--- src/rtl/txc_pkg.sv ---
package txc_pkg;
    typedef enum logic [1:0] {
        ST_IDLE = 2'd0,
        ST_BUSY = 2'd1,
        ST_HALT = 2'd2
    } txc_state_e;

    localparam int unsigned IRQ_N   = 2;
    localparam int unsigned IRQ_TX  = 0;
    localparam int unsigned IRQ_EMP = 1;
endpackage

--- src/rtl/txc_pend_cnt.sv ---
module txc_pend_cnt #(
    parameter int unsigned CNT_W = 4
) (
    input  logic clk,
    input  logic rst,
    input  logic inc,
    input  logic dec,
    output logic is_zero,
    output logic is_last
);
    localparam logic [CNT_W-1:0] CNT_MAX = {CNT_W{1'b1}};
    localparam logic [CNT_W-1:0] CNT_ONE = CNT_W'(1);

    logic [CNT_W-1:0] cnt;
    logic             inc_eff;
    logic             dec_eff;

    assign inc_eff = inc && (cnt != CNT_MAX);
    assign dec_eff = dec && (cnt != '0);
    assign is_zero = (cnt == '0);
    assign is_last = (cnt == CNT_ONE);

    always_ff @(posedge clk) begin
        if (rst) begin
            cnt <= '0;
        end else if (inc_eff && !dec_eff) begin
            cnt <= cnt + CNT_ONE;
        end else if (dec_eff && !inc_eff) begin
            cnt <= cnt - CNT_ONE;
        end
    end

    // count moves by at most one per cycle
    assert_cnt_step_R7: assert property (@(posedge clk) disable iff (rst)
        1'b1 |=> (cnt == $past(cnt)) || (cnt == $past(cnt) + CNT_ONE)
              || (cnt == $past(cnt) - CNT_ONE));
    // saturates at maximum
    assert_cnt_sat_R7: assert property (@(posedge clk) disable iff (rst)
        (cnt == CNT_MAX && !dec) |=> (cnt == CNT_MAX));
endmodule

--- src/rtl/txc_irq_flags.sv ---
module txc_irq_flags
    import txc_pkg::*;
(
    input  logic             clk,
    input  logic             rst,
    input  logic [IRQ_N-1:0] set_v,
    input  logic [IRQ_N-1:0] ack_v,
    output logic [IRQ_N-1:0] flag_v
);
    for (genvar g = 0; g < IRQ_N; g++) begin : g_flag
        always_ff @(posedge clk) begin
            if (rst) begin
                flag_v[g] <= 1'b0;
            end else if (set_v[g]) begin
                flag_v[g] <= 1'b1;
            end else if (ack_v[g]) begin
                flag_v[g] <= 1'b0;
            end
        end

        // a set always wins
        assert_flag_set_R9: assert property (@(posedge clk) disable iff (rst)
            set_v[g] |=> flag_v[g]);
        // a flag only rises because of a set
        assert_flag_rise_R9: assert property (@(posedge clk) disable iff (rst)
            $rose(flag_v[g]) |-> $past(set_v[g]));
    end
endmodule

--- src/rtl/txc_fsm.sv ---
module txc_fsm
    import txc_pkg::*;
#(
    parameter int unsigned PKT_W = 6
) (
    input  logic             clk,
    input  logic             rst,
    input  logic             auto_rel,
    input  logic             enq_stb,
    input  logic             done_vld,
    input  logic [PKT_W-1:0] done_pkt,
    input  logic             done_ok,
    input  logic             restart_stb,
    input  logic             cnt_zero,
    input  logic             cnt_last,
    output logic             accept,
    output logic             set_tx,
    output logic             set_empty,
    output logic             rel_stb,
    output logic [PKT_W-1:0] rel_pkt,
    output logic             push_stb,
    output logic [PKT_W-1:0] push_pkt,
    output logic [PKT_W-1:0] fail_pkt,
    output logic             txen_clr
);
    txc_state_e state, state_nx;

    assign accept    = done_vld && (state == ST_BUSY);
    assign set_tx    = accept && (!auto_rel || !done_ok);
    assign set_empty = accept && done_ok && cnt_last && !enq_stb;

    always_comb begin
        state_nx = state;
        unique case (state)
            ST_IDLE: if (enq_stb) state_nx = ST_BUSY;
            ST_BUSY: begin
                if (accept && !done_ok) begin
                    state_nx = ST_HALT;
                end else if (set_empty) begin
                    state_nx = ST_IDLE;
                end
            end
            ST_HALT: begin
                if (restart_stb) begin
                    state_nx = (!cnt_zero || enq_stb) ? ST_BUSY : ST_IDLE;
                end
            end
            default: state_nx = ST_IDLE;
        endcase
    end

    always_ff @(posedge clk) begin
        if (rst) begin
            state <= ST_IDLE;
        end else begin
            state <= state_nx;
        end
    end

    always_ff @(posedge clk) begin
        if (rst) begin
            rel_stb  <= 1'b0;
            rel_pkt  <= '0;
            push_stb <= 1'b0;
            push_pkt <= '0;
            fail_pkt <= '0;
            txen_clr <= 1'b0;
        end else begin
            rel_stb  <= accept && auto_rel && done_ok;
            push_stb <= accept && !auto_rel;
            txen_clr <= accept && !done_ok;
            if (accept && auto_rel && done_ok) rel_pkt <= done_pkt;
            if (accept && !auto_rel) push_pkt <= done_pkt;
            if (accept && !done_ok) fail_pkt <= done_pkt;
        end
    end

    // release and push never coincide
    assert_rel_push_excl_R10: assert property (@(posedge clk) disable iff (rst)
        !(rel_stb && push_stb));
    // strobes are single-cycle when the event does not repeat
    assert_txen_pulse_R10: assert property (@(posedge clk) disable iff (rst)
        txen_clr |=> !txen_clr);
    // failed packet is never released
    assert_fail_no_rel_R4: assert property (@(posedge clk) disable iff (rst)
        txen_clr |-> !rel_stb);
    // a release needs auto mode and a good completion
    assert_rel_cause_R2: assert property (@(posedge clk) disable iff (rst)
        rel_stb |-> $past(auto_rel && done_ok && done_vld));
    // push only in non-auto mode
    assert_push_cause_R6: assert property (@(posedge clk) disable iff (rst)
        push_stb |-> $past(!auto_rel && done_vld));
    // halt holds until restart
    assert_halt_hold_R5: assert property (@(posedge clk) disable iff (rst)
        (state == ST_HALT && !restart_stb) |=> (state == ST_HALT));
    // nothing is accepted while idle
    assert_idle_drop_R8: assert property (@(posedge clk) disable iff (rst)
        (state == ST_IDLE) |-> !accept);
endmodule

--- src/rtl/txc_autorel_top.sv ---
module txc_autorel_top
    import txc_pkg::*;
#(
    parameter int unsigned PKT_W = 6,
    parameter int unsigned CNT_W = 4
) (
    input  logic             clk,
    input  logic             rst,
    input  logic             auto_rel,
    input  logic             enq_stb,
    input  logic             done_vld,
    input  logic [PKT_W-1:0] done_pkt,
    input  logic             done_ok,
    input  logic             restart_stb,
    input  logic [1:0]       irq_ack,
    output logic             rel_stb,
    output logic [PKT_W-1:0] rel_pkt,
    output logic             push_stb,
    output logic [PKT_W-1:0] push_pkt,
    output logic [PKT_W-1:0] fail_pkt,
    output logic             tx_irq,
    output logic             empty_irq,
    output logic             txen_clr
);
    logic             accept;
    logic             cnt_zero;
    logic             cnt_last;
    logic             set_tx;
    logic             set_empty;
    logic [IRQ_N-1:0] set_v;
    logic [IRQ_N-1:0] flag_v;

    txc_pend_cnt #(.CNT_W(CNT_W)) u_cnt (
        .clk     (clk),
        .rst     (rst),
        .inc     (enq_stb),
        .dec     (accept),
        .is_zero (cnt_zero),
        .is_last (cnt_last)
    );

    txc_fsm #(.PKT_W(PKT_W)) u_fsm (
        .clk         (clk),
        .rst         (rst),
        .auto_rel    (auto_rel),
        .enq_stb     (enq_stb),
        .done_vld    (done_vld),
        .done_pkt    (done_pkt),
        .done_ok     (done_ok),
        .restart_stb (restart_stb),
        .cnt_zero    (cnt_zero),
        .cnt_last    (cnt_last),
        .accept      (accept),
        .set_tx      (set_tx),
        .set_empty   (set_empty),
        .rel_stb     (rel_stb),
        .rel_pkt     (rel_pkt),
        .push_stb    (push_stb),
        .push_pkt    (push_pkt),
        .fail_pkt    (fail_pkt),
        .txen_clr    (txen_clr)
    );

    always_comb begin
        set_v          = '0;
        set_v[IRQ_TX]  = set_tx;
        set_v[IRQ_EMP] = set_empty;
    end

    txc_irq_flags u_irq (
        .clk    (clk),
        .rst    (rst),
        .set_v  (set_v),
        .ack_v  (irq_ack),
        .flag_v (flag_v)
    );

    assign tx_irq    = flag_v[IRQ_TX];
    assign empty_irq = flag_v[IRQ_EMP];

    // transmit-empty only follows a good completion
    assert_empty_cause_R3: assert property (@(posedge clk) disable iff (rst)
        $rose(empty_irq) |-> $past(done_ok && done_vld));
endmodule

--- config.mk ---
export PLATFORM = sky130hd
export DESIGN_NAME = txc_autorel_top
export DESIGN_NICKNAME = d
export VERILOG_FILES = /design/src/rtl/txc_pkg.sv /design/src/rtl/txc_pend_cnt.sv /design/src/rtl/txc_irq_flags.sv /design/src/rtl/txc_fsm.sv /design/src/rtl/txc_autorel_top.sv
export SDC_FILE = /design/constraint.sdc
export NUM_CORES = 1
export LEC_CHECK = 0
export ABC_AREA = 1
export BUFFER_PORTS_ARGS = -buffer_cell sky130_fd_sc_hd__buf_4
export CAP_MARGIN = 20
export CORE_MARGIN = 4
export CORE_UTILIZATION = 53
export DETAILED_ROUTE_END_ITERATION = 6
export PLACE_DENSITY_LB_ADDON = 0.15
export SYNTH_ARGS = -nofsm -noshare
export SYNTH_HDL_FRONTEND = slang
export SYNTH_SLANG_ARGS = --single-unit
--- constraint.sdc ---
create_clock -name clk -period 3.8 [get_ports clk]
set_input_delay 0.38 -clock clk [delete_from_list [all_inputs] [get_ports clk]]
set_output_delay 0.38 -clock clk [all_outputs]
set_load 0.05 [all_outputs]
==> flow_metrics.tcl <==
set metrics [dict create \
    antenna_found_initial 0 \
    synth.yosys.seq_area_share_pct 48.1 \
    dr.first_iter.drc_count 21 \
    hpwl_mm 2.24 \
    cp.arrival_ps 2130 \
    final_nets 221 \
    num_io_pins 38 \
    ant_nets 0 \
    end_kind "flop" \
    postLayoutCoreUtil_pct 72.5 \
    drc_errors 0 \
    ys_ff_latch 29 \
    cts_setup_buffers 0 \
    htree_levels 2 \
    grt_setup_unrepaired "no" \
    dr.pass1.iters 4 \
    port_buffers 37 \
    synth_top_area_share_pct 48.1 \
    wl_mm 3.00 \
    yosysTopAreaCell "dfxtp_1" \
    cts_root_buffer "clkbuf_4" \
    cts_buffer_depth 2 \
    place.gp.congestion 0.752 \
    synthCells 161 \
    max_freq_mhz 535 \
    die_width_um 55.7 \
    core_area_um2 2190 \
    start_util_pct 55.1 \
    overflow 0 \
    yosysMostFrequentCell "nor2_1" \
    grt_max_degree 22 \
    power.leakage_uw 0.000791 \
    vias_per_cell 4.97 \
    clock_latency_ps 320 \
    drive_above_1_share_pct 25.6 \
    clkTransAtPathRegs_ps 90 \
    cts_buffers 5 \
    routedWlPerCell_um 13.0 \
    drv_slew 0 \
    area_growth_pct 31.7 \
    clock_sinks 29 \
    yosysWarnings 0 \
    cts-resized-gates 0 \
    grt_pass1_vias 1157 \
    status "finished clean" \
    grt_first_pass_wirelength_mm 5.09 \
    critPathRequiredTime_ps 4060 \
    hold_buffers 0 \
    cp-start-kind "flop" \
    cp_max_fo 6 \
    synthArstFlopShare_pct 0 \
    worst_clock_skew_ps 8.21 \
    worst_pin_slew_ps 530 \
    synth.area.top_cells "dfxtp_1, nor2_1, o21ai_0, nand2_1, inv_1" \
    power.density_nw_per_um2 453 \
    pre_cts_slack_ps 1970 \
    period_needed_ps 1870 \
    relSlewSlack_pct 64.6 \
    drv_cap 0 \
    holdWs_ps 277 \
    die_h_um 55.7 \
    fin_ws_ps 1930 \
    synth-main-ff-cell "dfxtp_1" \
    finalHoldViolCount 0 \
    synth_fp_nets 180 \
    grt_use_total_pct 21.2 \
    fp.dieArea_um2 3100 \
    vias 1149 \
    syn_area_um2 1210 \
    hp-class "primary input to flop" \
    avgSynthCellArea_um2 7.49 \
    num_rows 17 \
    cts_tree "yes" \
    setup_viol 0 \
    synth_edf_count 0 \
    vdd_ir_drop_max_v 0.000374 \
    ys_top_cells_by_count "nor2_1, dfxtp_1, o21ai_0" \
    post-route-period-util_pct 49.2 \
    synth.distinct_cells 17 \
    fin_setup_tns_ps 0 \
    critical_path_class "flop to flop" \
    diodes 0 \
]
[through the flow]
| stage | area (um2) | power (uW) | instances |
|---|---|---|---|
| 4_1_cts | 1590 | 725 | 231 |
| 5_1_grt | 1590 | 752 | 231 |
| 2_1_floorplan | 1210 | 418 | 161 |
| 6_report | 1590 | 720 | 231 |
| 3_5_place_dp | 1500 | 462 | 223 |
| 3_3_place_gp | 1500 | 455 | 223 |
[cell families after synthesis]
family	share of synthesized area, %
AO/OA/AOI/OAI	13.9
AND/OR/NAND/NOR	25.9
adder cells (fa/ha/maj)	4.15
XOR/XNOR	0.726
flip-flops	48.1
buffers and inverters	7.16
[final cells by class]
cell class	instances	area [um2]
tap	28	35.0
multi-input combinational	110	539
inverter	19	71.3
timing repair buffer	37	278
sequential	29	581
clock inverter	1	30.0
clock buffer	7	55.1
fill	184	602
[cell usage in the layout (no fill, tap or decap)]
cell type	count
a21oi_1	8
buf_4	37
bufinv_16	1
clkbuf_1	1
clkbuf_4	5
clkbuf_8	1
dfxtp_1	29
ha_1	4
inv_1	15
inv_2	4
nand2_1	17
nand3_1	2
nand3_4	1
nand4_1	1
nor2_1	47
nor2_4	3
nor3_1	1
o21ai_0	24
o31ai_1	1
xnor2_1	1
[flip-flops by register name, indices dropped and copies added (netlist names)]
name / flops
u_fsm.fail_pkt: 6
u_fsm.push_pkt: 6
u_fsm.rel_pkt: 6
u_cnt.cnt: 4
u_fsm.state: 2
u_irq.flag_v: 2
u_fsm.push_stb: 1
u_fsm.rel_stb: 1
u_fsm.txen_clr: 1
[worst max-delay path, cell delays in order, from the launching register on]
cell     delay, ps
dfxtp_1        400
ha_1           170
inv_1           50
o31ai_1        230
inv_1           80
ha_1           350
a21oi_1        150
o21ai_0        140
nand2_1         90
nand2_1         50
nor2_1         100
[where the power goes]
part | total [uW] | internal [uW] | leakage (uW) | switching (uW)
Clock | 265 | 157 | 0.0000455 | 108
Sequential | 331 | 319 | 0.000236 | 11.5
Combinational | 124 | 42.9 | 0.000510 | 81.3
[layer usage]
layer  share of wire, %  wire [um]  GRT usage (%)  up-vias
met5                  0          0              0        -
met4                2.1         63           11.1        0
met2                 53       1590           38.3       30
met1                 38       1140           21.2      521
met3                6.6        198           7.19       10
li1                   -          -              -      588
[path summary, 6_finish.rpt]
path                                        end  slack, ps       startpoint  depth (start not counted)
worst min register to register  u_irq.flag_v[0]        480  u_irq.flag_v[0]                          2
worst max-delay path               u_cnt.cnt[2]       1930     u_cnt.cnt[0]                         10
worst max register to register     u_cnt.cnt[2]       1930     u_cnt.cnt[0]                         10
worst min-delay path            u_irq.flag_v[1]        280              rst                          2
No activity file was read; power rests on OpenSTA's default activity.
